## src/rtl/rxf_pkg.sv

```systemverilog
package rxf_pkg;

  typedef enum logic [1:0] {
    OP_RD_REG  = 2'd0,
    OP_WR_REG  = 2'd1,
    OP_RD_BUF  = 2'd2,
    OP_BIT_SET = 2'd3
  } rxf_op_e;

  typedef enum logic [3:0] {
    S_POLL, S_PTR_LO, S_PTR_HI, S_HDR, S_EVAL,
    S_PAY_RD, S_PAY_OUT, S_REL_LO, S_REL_HI, S_DEC
  } rxf_state_e;

  function automatic logic [15:0] rxf_min16(input logic [15:0] a, input logic [15:0] b);
    return (a < b) ? a : b;
  endfunction

  function automatic logic [7:0] rxf_lo(input logic [15:0] v);
    return v[7:0];
  endfunction

  function automatic logic [7:0] rxf_hi(input logic [15:0] v);
    return v[15:8];
  endfunction

  function automatic logic [15:0] rxf_join(input logic [7:0] lo, input logic [7:0] hi);
    return {hi, lo};
  endfunction

endpackage

```

## src/rtl/rxf_hdr_capture.sv

```systemverilog
module rxf_hdr_capture
  import rxf_pkg::*;
#(
  parameter int HDR_BYTES = 6
) (
  input  logic        clk,
  input  logic        rst_n,
  input  logic        clr,
  input  logic        take,
  input  logic [7:0]  byte_in,
  output logic        take_last,
  output logic [15:0] nxt_ptr,
  output logic [15:0] byte_cnt,
  output logic [15:0] rx_stat
);
  localparam int IDX_W = $clog2(HDR_BYTES);

  logic [IDX_W-1:0] idx;
  logic [7:0]       hbyte [HDR_BYTES];

  assign take_last = take && (idx == IDX_W'(HDR_BYTES-1));

  always_ff @(posedge clk or negedge rst_n) begin
    if (!rst_n)            idx <= '0;
    else if (clr)          idx <= '0;
    else if (take && !take_last) idx <= idx + 1'b1;
  end

  for (genvar g = 0; g < HDR_BYTES; g++) begin : g_byte
    always_ff @(posedge clk or negedge rst_n) begin
      if (!rst_n)                          hbyte[g] <= '0;
      else if (take && idx == IDX_W'(g))   hbyte[g] <= byte_in;
    end
  end

  assign nxt_ptr  = rxf_join(hbyte[0], hbyte[1]);
  assign byte_cnt = rxf_join(hbyte[2], hbyte[3]);
  assign rx_stat  = rxf_join(hbyte[4], hbyte[5]);

  // the index never runs past the header length
  assert_hdr_idx_R3: assert property (@(posedge clk) disable iff (!rst_n)
    idx <= IDX_W'(HDR_BYTES-1));

endmodule

```

## src/rtl/rxf_pay_tracker.sv

```systemverilog
module rxf_pay_tracker
  import rxf_pkg::*;
#(
  parameter int LEN_W = 16
) (
  input  logic             clk,
  input  logic             rst_n,
  input  logic             load,
  input  logic [LEN_W-1:0] hdr_cnt,
  input  logic [LEN_W-1:0] cap,
  input  logic             step,
  output logic [LEN_W-1:0] total,
  output logic             remain_one
);
  logic [LEN_W-1:0] remain;

  always_ff @(posedge clk or negedge rst_n) begin
    if (!rst_n) begin
      remain <= '0;
      total  <= '0;
    end else if (load) begin
      remain <= rxf_min16(hdr_cnt, cap);
      total  <= rxf_min16(hdr_cnt, cap);
    end else if (step && remain != '0) begin
      remain <= remain - 1'b1;
    end
  end

  assign remain_one = (remain == LEN_W'(1));

  // the remaining count never exceeds what was granted
  assert_remain_bound_R4: assert property (@(posedge clk) disable iff (!rst_n)
    remain <= total);

  // no payload step once the grant is used up
  assert_no_overread_R4: assert property (@(posedge clk) disable iff (!rst_n)
    step |-> remain != '0);

endmodule

```

## src/rtl/rxf_byte_out.sv

```systemverilog
module rxf_byte_out (
  input  logic       clk,
  input  logic       rst_n,
  input  logic       load,
  input  logic [7:0] din,
  input  logic       lin,
  input  logic       ready,
  output logic       valid,
  output logic [7:0] data,
  output logic       last,
  output logic       accept
);
  assign accept = valid && ready;

  always_ff @(posedge clk or negedge rst_n) begin
    if (!rst_n) begin
      valid <= 1'b0;
      data  <= '0;
      last  <= 1'b0;
    end else if (load) begin
      valid <= 1'b1;
      data  <= din;
      last  <= lin;
    end else if (accept) begin
      valid <= 1'b0;
    end
  end

  // a stalled byte keeps its contents
  assert_stall_hold_R5: assert property (@(posedge clk) disable iff (!rst_n)
    valid && !ready |=> valid && $stable(data) && $stable(last));

endmodule

```

## src/rtl/rxf_fetch_seq.sv

```systemverilog
module rxf_fetch_seq
  import rxf_pkg::*;
#(
  parameter logic [15:0] BUF_START = 16'h0000,
  parameter logic [7:0]  CNT_REG   = 8'h19,
  parameter logic [7:0]  RDP_LO    = 8'h00,
  parameter logic [7:0]  RDP_HI    = 8'h01,
  parameter logic [7:0]  RXR_LO    = 8'h0C,
  parameter logic [7:0]  RXR_HI    = 8'h0D,
  parameter logic [7:0]  CTL2_REG  = 8'h1E,
  parameter logic [7:0]  DEC_MASK  = 8'h40,
  parameter int          HDR_BYTES = 6
) (
  input  logic        clk,
  input  logic        rst_n,
  input  logic [15:0] max_len,
  output logic        cmd_valid,
  output logic [1:0]  cmd_op,
  output logic [7:0]  cmd_addr,
  output logic [7:0]  cmd_wdata,
  input  logic        cmd_done,
  input  logic [7:0]  cmd_rdata,
  output logic        m_tvalid,
  input  logic        m_tready,
  output logic [7:0]  m_tdata,
  output logic        m_tlast,
  output logic        frame_done,
  output logic [15:0] frame_len,
  output logic [15:0] frame_status
);
  localparam int LEN_W = 16;

  rxf_state_e state, state_n;
  rxf_op_e    op_c;
  logic [15:0] saved_ptr;
  logic [15:0] nxt_ptr, byte_cnt, rx_stat, total;
  logic        remain_one, hdr_last, accept;

  // named internal events
  logic cnt_zero_ev, ptr_lo_ev, hdr_clr, hdr_take, eval_ev, pay_take, rel_hi_ev, dec_ev;
  logic [15:0] grant_now;

  assign cnt_zero_ev = (state == S_POLL)   && cmd_done && (cmd_rdata == 8'd0);
  assign ptr_lo_ev   = (state == S_PTR_LO) && cmd_done;
  assign hdr_clr     = (state == S_PTR_HI) && cmd_done;
  assign hdr_take    = (state == S_HDR)    && cmd_done;
  assign eval_ev     = (state == S_EVAL);
  assign pay_take    = (state == S_PAY_RD) && cmd_done;
  assign rel_hi_ev   = (state == S_REL_HI) && cmd_done;
  assign dec_ev      = (state == S_DEC)    && cmd_done;
  assign grant_now   = rxf_min16(byte_cnt, max_len);

  rxf_hdr_capture #(.HDR_BYTES(HDR_BYTES)) u_hdr (
    .clk(clk), .rst_n(rst_n), .clr(hdr_clr), .take(hdr_take), .byte_in(cmd_rdata),
    .take_last(hdr_last), .nxt_ptr(nxt_ptr), .byte_cnt(byte_cnt), .rx_stat(rx_stat)
  );

  rxf_pay_tracker #(.LEN_W(LEN_W)) u_pay (
    .clk(clk), .rst_n(rst_n), .load(eval_ev), .hdr_cnt(byte_cnt), .cap(max_len),
    .step(pay_take), .total(total), .remain_one(remain_one)
  );

  rxf_byte_out u_out (
    .clk(clk), .rst_n(rst_n), .load(pay_take), .din(cmd_rdata), .lin(remain_one),
    .ready(m_tready), .valid(m_tvalid), .data(m_tdata), .last(m_tlast), .accept(accept)
  );

  // command presented for the current state
  always_comb begin
    cmd_valid = 1'b1;
    op_c      = OP_RD_BUF;
    cmd_addr  = 8'h00;
    cmd_wdata = 8'h00;
    unique case (state)
      S_POLL:   begin op_c = OP_RD_REG;  cmd_addr = CNT_REG; end
      S_PTR_LO: begin op_c = OP_WR_REG;  cmd_addr = RDP_LO;  cmd_wdata = rxf_lo(saved_ptr); end
      S_PTR_HI: begin op_c = OP_WR_REG;  cmd_addr = RDP_HI;  cmd_wdata = rxf_hi(saved_ptr); end
      S_HDR, S_PAY_RD: op_c = OP_RD_BUF;
      S_REL_LO: begin op_c = OP_WR_REG;  cmd_addr = RXR_LO;  cmd_wdata = rxf_lo(nxt_ptr); end
      S_REL_HI: begin op_c = OP_WR_REG;  cmd_addr = RXR_HI;  cmd_wdata = rxf_hi(nxt_ptr); end
      S_DEC:    begin op_c = OP_BIT_SET; cmd_addr = CTL2_REG; cmd_wdata = DEC_MASK; end
      default:  cmd_valid = 1'b0;
    endcase
  end
  assign cmd_op = op_c;

  always_comb begin
    state_n = state;
    unique case (state)
      S_POLL:    if (cmd_done && cmd_rdata != 8'd0) state_n = S_PTR_LO;
      S_PTR_LO:  if (cmd_done) state_n = S_PTR_HI;
      S_PTR_HI:  if (cmd_done) state_n = S_HDR;
      S_HDR:     if (hdr_last) state_n = S_EVAL;
      S_EVAL:    state_n = (grant_now == 16'd0) ? S_REL_LO : S_PAY_RD;
      S_PAY_RD:  if (cmd_done) state_n = S_PAY_OUT;
      S_PAY_OUT: if (accept) state_n = m_tlast ? S_REL_LO : S_PAY_RD;
      S_REL_LO:  if (cmd_done) state_n = S_REL_HI;
      S_REL_HI:  if (cmd_done) state_n = S_DEC;
      S_DEC:     if (cmd_done) state_n = S_POLL;
      default:   state_n = S_POLL;
    endcase
  end

  always_ff @(posedge clk or negedge rst_n) begin
    if (!rst_n) begin
      state        <= S_POLL;
      saved_ptr    <= BUF_START;
      frame_done   <= 1'b0;
      frame_len    <= '0;
      frame_status <= '0;
    end else begin
      state      <= state_n;
      frame_done <= dec_ev;
      if (dec_ev) begin
        saved_ptr    <= nxt_ptr;
        frame_len    <= total;
        frame_status <= rx_stat;
      end
    end
  end

  // a pending command holds its fields
  assert_cmd_hold_R10: assert property (@(posedge clk) disable iff (!rst_n)
    cmd_valid && !cmd_done |=> cmd_valid && $stable(cmd_op) && $stable(cmd_addr) && $stable(cmd_wdata));

  // an empty count leads straight to another poll
  assert_zero_repoll_R1: assert property (@(posedge clk) disable iff (!rst_n)
    cnt_zero_ev |=> cmd_valid && cmd_op == OP_RD_REG && cmd_addr == CNT_REG);

  // low pointer byte is followed by the high byte
  assert_ptr_order_R2: assert property (@(posedge clk) disable iff (!rst_n)
    ptr_lo_ev |=> cmd_valid && cmd_op == OP_WR_REG && cmd_addr == RDP_HI);

  // no buffer read while a byte waits downstream
  assert_no_read_pending_R5: assert property (@(posedge clk) disable iff (!rst_n)
    m_tvalid |-> !(cmd_valid && cmd_op == OP_RD_BUF));

  // release completes into the decrement command
  assert_rel_then_dec_R7: assert property (@(posedge clk) disable iff (!rst_n)
    rel_hi_ev |=> cmd_valid && cmd_op == OP_BIT_SET && cmd_addr == CTL2_REG);

  // completion is a single-cycle pulse
  assert_done_pulse_R8: assert property (@(posedge clk) disable iff (!rst_n)
    frame_done |=> !frame_done);

  // reported length never exceeds the header count
  assert_len_cap_R4: assert property (@(posedge clk) disable iff (!rst_n)
    frame_done |-> frame_len <= byte_cnt);

endmodule

```

## config.mk

```make
export PLATFORM = sky130hd
export DESIGN_NAME = rxf_fetch_seq
export DESIGN_NICKNAME = d
export VERILOG_FILES = /design/src/rtl/rxf_pkg.sv /design/src/rtl/rxf_hdr_capture.sv /design/src/rtl/rxf_pay_tracker.sv /design/src/rtl/rxf_byte_out.sv /design/src/rtl/rxf_fetch_seq.sv
export SDC_FILE = /design/constraint.sdc
export NUM_CORES = 1
export LEC_CHECK = 0
export ABC_AREA = 1
export BUFFER_PORTS_ARGS = -buffer_cell sky130_fd_sc_hd__buf_2
export CORE_MARGIN = 3
export CORE_UTILIZATION = 25
export CTS_CLUSTER_DIAMETER = 40
export DETAILED_ROUTE_END_ITERATION = 7
export SYNTH_ARGS = -nofsm -noshare
export SYNTH_HDL_FRONTEND = slang
export SYNTH_SLANG_ARGS = --single-unit
```

## constraint.sdc

```tcl
create_clock -name clk -period 1.8 [get_ports clk]
set_input_delay 0.18 -clock clk [delete_from_list [all_inputs] [get_ports clk]]
set_output_delay 0.18 -clock clk [all_outputs]
set_load 0.005 [all_outputs]
```

==> results of run 1 <==
==> per-layer routing <==
| metal | global-route usage | part of all wire | up-vias |
|---|---|---|---|
| met4 | 0.0507 | 0.027 | 0 |
| met1 | 0.210 | 0.45 | 3283 |
| met3 | 0.0285 | 0.040 | 41 |
| met2 | 0.240 | 0.48 | 176 |
| met5 | 0 | 0 | - |
| li1 | - | - | 3206 |
==> sequential cells by signal, indices dropped and copies added (netlist names), 8 cells and up <==
register and count:
u_hdr.byte_cnt 16, frame_status 16, u_pay.total 16, u_hdr.nxt_ptr 16, u_hdr.rx_stat 16, frame_len 16, u_out.data 8, saved_ptr 16
u_pay.remain 16
==> through the flow <==
stage | cell area, µm² | worst slack, ns
5_1_grt | 11200 | -0.503
2_1_floorplan | 7010 | -0.115
4_1_cts | 10200 | -0.321
6_report | 11200 | -0.382
3_3_place_gp | 8610 | -0.291
3_5_place_dp | 8610 | -0.350
==> power by group through the flow <==
stage / Clock [mW] / Sequential, mW / Combinational [mW]
3_3_place_gp: 0 / 5.50 / 5.96
5_1_grt: 3.59 / 5.98 / 9.77
4_1_cts: 3.43 / 5.55 / 7.37
3_5_place_dp: 0 / 5.53 / 6.07
6_report: 3.38 / 5.81 / 8.93
2_1_floorplan: 0 / 5.40 / 3.39
==> placed cells by master, fill, tap and decap left out, types with 4 or more instances in the layout <==
cell type    n
clkbuf_16   21
inv_2       13
nand2_2     51
a21oi_1     12
nor2_4      20
o21ai_1     26
nand2_4     45
o21ai_0     72
ha_4         6
nor3_2       4
dfrtp_1    144
a21oi_2      5
inv_4        9
nor2_2      11
inv_1       81
o2111ai_2    4
buf_16       9
nand3_2      8
nand3_1     14
buf_6       34
ha_1        15
nand2_1    153
buf_12      13
xor2_1       5
nor2_1      33
buf_2       82
buf_4      104
o21ai_2     34
a31oi_1      8
clkbuf_1     4
==> layout make-up <==
class / instances / share of cell area
inverters: 104 / 0.0397
repair inverters: 3 / 0.00280
repair buffers: 250 / 0.200
well taps: 372 / 0.0416
multi-input cells: 562 / 0.339
diodes: 1 / 0.000224
flip-flops and latches: 146 / 0.327
clock buffers: 21 / 0.0394
clock inverters: 11 / 0.00952
==> worst paths after layout <==
kind,startpoint,endpoint
min,m_tready,u_out.valid$_DFFE_PN0P_
min reg2reg,frame_len[1]$_DFFE_PN0P_,frame_len[1]$_DFFE_PN0P_
max in group asynchronous,rst_n,u_pay.total[9]$_DFFE_PN0P_
max,u_hdr.byte_cnt[15]$_DFFE_PN0P_,state[1]$_DFFE_PN0P_
min in group asynchronous,rst_n,u_hdr.rx_stat[15]$_DFFE_PN0P_
max reg2reg,u_hdr.byte_cnt[15]$_DFFE_PN0P_,state[1]$_DFFE_PN0P_
==> cell families (layout without fill, tap and decap cells) <==
family                   Yosys count  after routing
AND/OR/NAND/NOR                  354            354
buffers and inverters            133            389
adder cells (fa/ha/maj)           22             22
other                              1              4
flip-flops                       146            146
AO/OA/AOI/OAI                    177            177
XOR/XNOR                           6              6
==> repair_timing <==
item                                    CTS  global route
pin swaps                                18            54
setup buffers                            25            27
cloned                                   11             6
endpoints found under the hold margin    30             0
endpoints found under the setup margin   74           152
gates resized for setup                 169           228
hold buffers                              1             0
==> out/qor.csv, run 1 <==
metric;value;unit
wl;24.2;mm
dp_cells;1373;
synth_compound_area_frac;0.138;
port_buffers;86;
cellPowerDensity;1620;nW/µm²
crit_family;simple AND/OR/NAND/NOR gates;
dieArea;29900;µm²
critPathMaxStageDelay;0.40;ns
synth_top_area_frac;0.524;
synth_warnings;0;
core_area;27200;µm²
dieHeight;173;µm
synth_top_family_by_area;simple AND/OR/NAND/NOR gates;
drtIter0Drc;521;
synthXorXnorAreaFrac;0.00754;
clock_sinks;146;
drive_gt1_frac;0.465;
synth_adder_area_share;0.0395;
cp_slowest_cell;dfrtp_1;
end_kind;flip-flop;
seq_area;3660;µm²
max-clock-path-buffers;2;
htree_levels;4;
reg2reg_depth;15;
numCtsBuffers;17;
ir_worst_vdd;0.596;mV
post-route-util;0.411;
grt_overflow;0;
drv_slew;0;
synth-edff-count;0;
fin_ws;-0.382;ns
antenna_found_initial;1;
clock_latency;0.43;ns
pwr-share-comb;0.493;
firstDrtPassIters;5;
cpMostUsedCell;nand2_1;
min_period_over_period;1.21;
hpwl;14.7;mm
area_growth;60.3;%
synth.top_cells.by_count;248 x nand2_1, 146 x dfrtp_1, 126 x o21ai_0;
ant_nets;0;
critPathLaunchType;flip-flop;
drc;0;
nFillCells;2621;
ys_ff_latch;146;
hold_class;primary input to flip-flop;
grtUsageTotal;0.152;
violations;setup timing;
syn_area;6970;µm²
setup_viol;98;
p_switching;7.31;mW
swShare;0.404;
grt_pass1_vias;6447;
stdcell_count;1470;
cts_tree;built;
rows;60;
initial_core_util;0.257;
synth_seq_area_share;0.524;
p_leak;5.63;nW
status;finished, violations left;
reg2reg_slack;-0.38;ns
seqPwrFrac;0.321;
period_minus_slack;2.18;ns
die_w;173;µm
synthSimpleGateAreaFrac;0.212;
path_max_fanout;7;
intPower;10.8;mW
arrival;2.55;ns
skew;0.00630;ns
postSynthCellCount;839;
wl_per_cell;16.4;µm
muxShareOfSynthArea;0;
critPathRequiredTime;2.17;ns
min_delay_path_depth;2;
max_cap_violations;0;
rsz0062_at_grt;yes;
grt_pass1_wl;36.2;mm
yosysTopAreaCell;dfrtp_1;
grt_max_degree;43;
synth_most_common_cell;nand2_1;
synth_area_leaders;dfrtp_1 52%, nand2_1 13%, o21ai_0 9.0%, inv_1 5.1%, ha_1 3.9%;
fmax;458;MHz
gp_congestion;0.831;
io_pins;90;
multi_input_area;3790;µm²
vias;6706;
vias_per_cell;4.56;
hold_ws;0.0266;ns
clockPowerShare;0.186;
fin_setup_tns;-13.77;ns
ys_async_sr_fraction;1.00;
criticalPathCategory;flip-flop to flip-flop;
finalPower;18.1;mW
crit_chain;ha_4 -> nand4_1 -> nor3_2 -> nand2_4 -> buf_12 -> buf_4 -> nand3_2 -> nand2_2 -> nor2_2 -> nand2_1 -> nor2_1 -> nand2_1 -> nand2_1 -> nand2_1 -> nand2_1;
syn_area_per_cell;8.31;µm²
final_hold_viol_count;0;
synthFlopType;dfrtp_1;
fin_nets;1134;
clk_pin_slew;0.06;ns
critPathBufInv;2;
synth_cell_types;43;
worst-path-stages;15;
cts_root_buffer;clkbuf_16;
(Power assumes the default switching activity.)
==> run 2, diff against run 1 <==
--- a/config.mk
+++ b/config.mk
@@ -7,10 +7,13 @@
 export LEC_CHECK = 0
 export ABC_AREA = 1
 export BUFFER_PORTS_ARGS = -buffer_cell sky130_fd_sc_hd__buf_2
+export CELL_PAD_IN_SITES_DETAIL_PLACEMENT = 1
+export CELL_PAD_IN_SITES_GLOBAL_PLACEMENT = 1
 export CORE_MARGIN = 3
 export CORE_UTILIZATION = 25
 export CTS_CLUSTER_DIAMETER = 40
 export DETAILED_ROUTE_END_ITERATION = 7
+export PLACE_DENSITY_LB_ADDON = 0.1
 export SYNTH_ARGS = -nofsm -noshare
 export SYNTH_HDL_FRONTEND = slang
 export SYNTH_SLANG_ARGS = --single-unit
==> run 2 against run 1 <==
  * The run still ends with setup timing left
  * Sequential cell count stayed put
  * Worst hold slack improved by 0.16 ns
  * Global-route usage increased by 0.68 points
  * Via count fell by 4.4%
  * Count of clock-buffer cells in the layout down 4
  * Largest power group unchanged
  * Setup slack gained 0.011 ns
  * Sequential share of layout area up 1.3 points
==> out/qor.csv, run 2 (same netlist as run 1, synthesis figures left out) <==
metric;value;unit;change
wl_per_cell;16.5;µm;+0.64%
max_cap_violations;0;;unchanged
fmax;461;MHz;+0.50%
nFillCells;3188;;+22%
grt_max_degree;58;;+35%
numCtsBuffers;17;;unchanged
min_period_over_period;1.21;;-0.00607
rsz0062_at_grt;yes;;
initial_core_util;0.257;;unchanged
grt_pass1_wl;37.9;mm;+4.8%
fin_nets;1129;;-0.44%
criticalPathCategory;flip-flop to flip-flop;;
cts_tree;built;;
hold_class;primary input to flip-flop;;
max-clock-path-buffers;2;;unchanged
violations;setup timing;;
post-route-util;0.396;;-0.0150
htree_levels;4;;unchanged
grtUsageTotal;0.159;;+0.00679
cts_root_buffer;clkbuf_16;;
clock_sinks;146;;unchanged
critPathRequiredTime;2.11;ns;-0.06 ns
dieHeight;173;µm;unchanged
fin_setup_tns;-7.52;ns;+6.25 ns
port_buffers;86;;unchanged
firstDrtPassIters;4;;-1
gp_congestion;0.792;;-4.7%
io_pins;90;;unchanged
critPathLaunchType;flip-flop;;
period_minus_slack;2.17;ns;-0.0109 ns
vias;6408;;-4.4%
end_kind;flip-flop;;
final_cell_mix;188 x nand2_1, 142 x dfrtp_1, 102 x buf_4;;
hpwl;16.6;mm;+13%
wl;24.2;mm;+0.23%
tightest_slew;0.531;ns;
final_hold_viol_count;0;;unchanged
drive_gt1_frac;0.418;;-0.0473
antenna_cells;0;;-1
fin_ws;-0.371;ns;+0.0109 ns
setup_viol;48;;-51%
vias_per_cell;4.38;;-4.1%
rows;60;;unchanged
ir_worst_vdd;0.641;mV;+7.6%
ant_nets;0;;unchanged
grt_overflow;0;;unchanged
skew;0.0144;ns;+0.00807 ns
cellPowerDensity;1680;nW/µm²;+3.6%
antenna_found_initial;0;;-1
drc;0;;unchanged
relSlewSlack;0.646;;
arrival;2.48;ns;-0.07 ns
status;finished, violations left;;
layout_commonest_cell;nand2_1;;
path_max_fanout;5;;-2
drtIter0Drc;278;;-47%
dieArea;29900;µm²;unchanged
die_w;173;µm;unchanged
grt_pass1_vias;6656;;+3.2%
post-place-ws;-0.368;ns;-0.0183 ns
clock_latency;0.43;ns;about the same
drv_slew;0;;unchanged
core_area;27200;µm²;unchanged
clk_pin_slew;0.08;ns;+0.02 ns
p_leak;5.41;nW;-4.0%
area_growth;54.4;%;
[run 2: changes by cell type in the layout (fill, tap and decap cells not counted), moves of 7 or more]
cell	delta
nand2_4	-29
o21ai_1	+12
buf_6	+7
nand2_2	-7
nand2_1	+35
buf_16	-9
o21ai_2	-16
[run 2: routing by layer]
metal	global-route usage	share of wire	vias up
met2	0.239	0.45	81
met3	0.0250	0.022	13
met4	0.0341	0.0092	0
li1	-	-	3186
met5	0	0	-
met1	0.240	0.51	3128
[run 2: area by class of cell]
| cell class | count | area (µm²) | share of cell area |
|---|---|---|---|
| clock buffer | 17 | 425 | 0.0395 |
| clock inverter | 15 | 191 | 0.0178 |
| inverter | 104 | 415 | 0.0386 |
| multi-input combinational | 565 | 3600 | 0.335 |
| sequential | 146 | 3660 | 0.340 |
| tap | 372 | 465 | 0.0432 |
| timing repair buffer | 245 | 2010 | 0.186 |
[run 2: worst paths after layout]
check | from | to | slack [ns] | depth (start not counted)
worst max-delay path | u_hdr.byte_cnt[12]$_DFFE_PN0P_ | state[1]$_DFFE_PN0P_ | -0.37 | 16
worst max register to register | u_hdr.byte_cnt[12]$_DFFE_PN0P_ | state[1]$_DFFE_PN0P_ | -0.37 | 16
max in group asynchronous | rst_n | saved_ptr[15]$_DFFE_PN0P_ | 0.92 | 3
min in group asynchronous | rst_n | frame_len[8]$_DFFE_PN0P_ | 0.28 | 2
worst min-delay path | cmd_done | state[1]$_DFFE_PN0P_ | 0.18 | 4
worst min register to register | frame_status[4]$_DFFE_PN0P_ | frame_status[4]$_DFFE_PN0P_ | 0.47 | 2
[run 2: through the flow]
stage,cell area [µm²],power [mW],hold slack [ns],instances
after global routing,10800,19.6,0.222,1464
after CTS,10000,17.0,0.198,1445
final,10800,18.1,0.185,1464
after global placement,8750,11.8,0.181,1390
after detailed placement,8750,11.9,0.184,1390
after floorplan,7010,8.79,-0.116,841
[run 2: report_power, final]
group	leakage [nW]	switching [mW]	internal, mW	total, mW
logic	3.24	4.54	4.25	8.79
registers	1.88	0.940	4.64	5.58
clock network	0.291	1.82	1.89	3.71
total	5.41	7.30	10.8	18.1
[run 2: critical path: stages (launching register included)]
cell and delay (ns):
dfrtp_1 0.42, ha_4 0.28, nand4_1 0.13, nor3_2 0.27, nand2_4 0.11, buf_6 0.14
nand2_8 0.09, buf_6 0.10, nand2_2 0.04, nand2_2 0.07, nor2_1 0.05, nand2_1 0.07
nor2_1 0.04, nand2_1 0.07, nand2_1 0.05, nand2_1 0.06, nand2_1 0.04
[run 2: repair_timing]
item,4_1_cts,5_1_grt
setup endpoints to repair,76,139
cloned,3,6
setup buffers,20,15
endpoints found under the hold margin,44,0
resized for setup,133,176
hold buffers,2,0
pin swaps,28,32
==> run 3, diff against run 2 <==
--- a/config.mk
+++ b/config.mk
@@ -13,6 +13,7 @@
 export CORE_UTILIZATION = 25
 export CTS_CLUSTER_DIAMETER = 40
 export DETAILED_ROUTE_END_ITERATION = 7
+export GPL_TIMING_DRIVEN = 0
 export PLACE_DENSITY_LB_ADDON = 0.1
 export SYNTH_ARGS = -nofsm -noshare
 export SYNTH_HDL_FRONTEND = slang
==> run 3 against run 2 <==
  * Die area stayed put
  * The flow still finishes with violations (setup timing)
  * First-iteration DRC count shrank 4.7%
  * Clock skew is 0.0011 ns lower
  * Combinational power up 4.3%
  * Final area is 4.3% higher
  * Cell count down 2.3%
  * Count of clock-buffer cells in the layout did not move
==> out/qor.csv, run 3 (same netlist as run 1, synthesis figures left out) <==
metric;value;unit;change
area_growth;61.1;%;
fin_nets;1095;;-3.0%
final_hold_viol_count;0;;unchanged
antenna_found_initial;0;;unchanged
cts_tree;built;;
port_buffers;86;;unchanged
relSlewSlack;0.620;;-0.0261
post-place-ws;-0.587;ns;-0.219 ns
grt_pass1_wl;38.3;mm;+1.1%
criticalPathCategory;flip-flop to flip-flop;;
wl;25.6;mm;+5.7%
period_minus_slack;2.32;ns;+0.148 ns
grt-busiest-layer;met2;;
hpwl;16.3;mm;-1.4%
fin_ws;-0.519;ns;-0.148 ns
max_cap_violations;0;;unchanged
io_pins;90;;unchanged
status;finished, violations left;;
numCtsBuffers;17;;unchanged
gp_congestion;0.742;;-6.3%
drv_slew;0;;unchanged
drtIter0Drc;265;;-4.7%
wl_per_cell;17.9;µm;+8.1%
rsz0062_at_grt;yes;;
hold_class;primary input to flip-flop;;
initial_core_util;0.257;;unchanged
critPathLaunchType;flip-flop;;
grtUsageTotal;0.162;;+0.00334
violations;setup timing;;
arrival;2.68;ns;+0.20 ns
min_period_over_period;1.29;;+0.0823
multi_input_area;4140;µm²;+15%
grt_pass1_vias;6572;;-1.3%
critPathRequiredTime;2.16;ns;+0.05 ns
end_kind;flip-flop;;
ir_worst_vdd;0.613;mV;-4.3%
layout_commonest_cell;dfrtp_1;;
nFillCells;3081;;-3.4%
grt_overflow;0;;unchanged
max-clock-path-buffers;2;;unchanged
vias;6355;;-0.83%
core_area;27200;µm²;unchanged
firstDrtPassIters;4;;unchanged
cts_root_buffer;clkbuf_16;;
p_leak;5.47;nW;+1.2%
htree_levels;4;;unchanged
clock_latency;0.43;ns;about the same
skew;0.0132;ns;-0.00114 ns
drc;0;;unchanged
grt_use_met3;0.0281;;+0.00307
drive_gt1_frac;0.496;;+0.0786
tightest_slew;0.570;ns;+0.0385 ns
grt_use_met2;0.251;;+0.0117
final_cell_mix;137 x dfrtp_1, 125 x nand2_1, 85 x inv_1, 85 x buf_2, 73 x nand2_2;;
dieHeight;173;µm;unchanged
ant_nets;0;;unchanged
vias_per_cell;4.44;;+1.5%
clk_pin_slew;0.07;ns;about the same
dieArea;29900;µm²;unchanged
rows;60;;unchanged
die_w;173;µm;unchanged
path_max_fanout;3;;-2
grt_max_degree;91;;+57%
fmax;431;MHz;-6.4%
cellPowerDensity;1680;nW/µm²;+0.28%
grtUsageMet1;0.238;;-0.00143
clock_sinks;146;;unchanged
hold_ws;0.187;ns;+0.00224 ns
seq_area;3660;µm²;+0.17%
setup_viol;115;;+140%
==> run 3: what timing repair did <==
action / 4_1_cts / 5_1_grt
endpoints found under the setup margin: 151 / 150
endpoints found under the hold margin: 57 / 0
cloned: 4 / 10
hold buffers: 2 / 0
gates resized for setup: 225 / 330
setup buffers: 53 / 39
pin swaps: 32 / 48
==> run 3: metal layers <==
metal  wire length [µm]  part of all wire  vias up
met4                197            0.0077        0
met5                  0                 0        -
li1                   -                 -     3127
met3                554             0.022       15
met1              12600              0.49     3142
met2              12200              0.48       71
==> run 3: area by class of cell <==
type / count / share of cell area
tap: 372 / 0.0414
timing repair buffer: 188 / 0.140
clock inverter: 15 / 0.0189
inverter: 104 / 0.0380
multi-input combinational: 564 / 0.368
antenna: 1 / 0.000223
buffer: 23 / 0.0276
timing repair inverter: 1 / 0.00100
sequential: 146 / 0.326
clock buffer: 17 / 0.0379
==> run 3: worst paths after layout <==
path,start,end,slack [ns],depth (start not counted)
setup / recovery,u_hdr.byte_cnt[7]$_DFFE_PN0P_,state[1]$_DFFE_PN0P_,-0.52,18
hold / removal,max_len[4],u_pay.remain[4]$_DFFE_PN0P_,0.19,5
setup reg to reg,u_hdr.byte_cnt[7]$_DFFE_PN0P_,state[1]$_DFFE_PN0P_,-0.52,18
hold reg to reg,u_hdr.rx_stat[10]$_DFFE_PN0P_,frame_status[10]$_DFFE_PN0P_,0.48,2
max in group asynchronous,rst_n,u_hdr.byte_cnt[13]$_DFFE_PN0P_,0.71,3
min in group asynchronous,rst_n,frame_len[8]$_DFFE_PN0P_,0.24,2
==> run 3: where the power goes <==
| group | switching (mW) | leakage (nW) | internal [mW] |
|---|---|---|---|
| Clock | 1.74 | 0.308 | 2.15 |
| Sequential | 1.21 | 1.88 | 4.65 |
| Combinational | 4.90 | 3.29 | 4.27 |
==> run 3: metrics by stage <==
| step | std cells | power, mW | TNS, ns | cell area [µm²] | utilization |
|---|---|---|---|---|---|
| global route | 1430 | 20.3 | -30.44 | 11200 | 0.413 |
| finish | 1431 | 18.9 | -17.39 | 11200 | 0.413 |
| global placement | 1299 | 10.8 | -323.91 | 7900 | 0.291 |
| detailed placement | 1300 | 10.9 | -39.86 | 7940 | 0.292 |
| floorplan | 841 | 8.79 | -0.483 | 7010 | - |
| CTS | 1386 | 16.6 | -13.22 | 9740 | 0.359 |
==> run 3: worst max-delay path: stages, from the launching register on <==
cell and delay [ns]:
dfrtp_1 0.40, ha_1 0.31, nand2_1 0.07, inv_1 0.03
nor3_1 0.16, nand2_1 0.10, nand2_2 0.12, buf_6 0.12
buf_6 0.10, nand3b_1 0.12, nand2_2 0.11, nand2_2 0.05
nor2_1 0.10, nand2_1 0.08, nor2_1 0.11, nand2_1 0.09
nand2_1 0.07, nand2_1 0.05, nand2_1 0.06
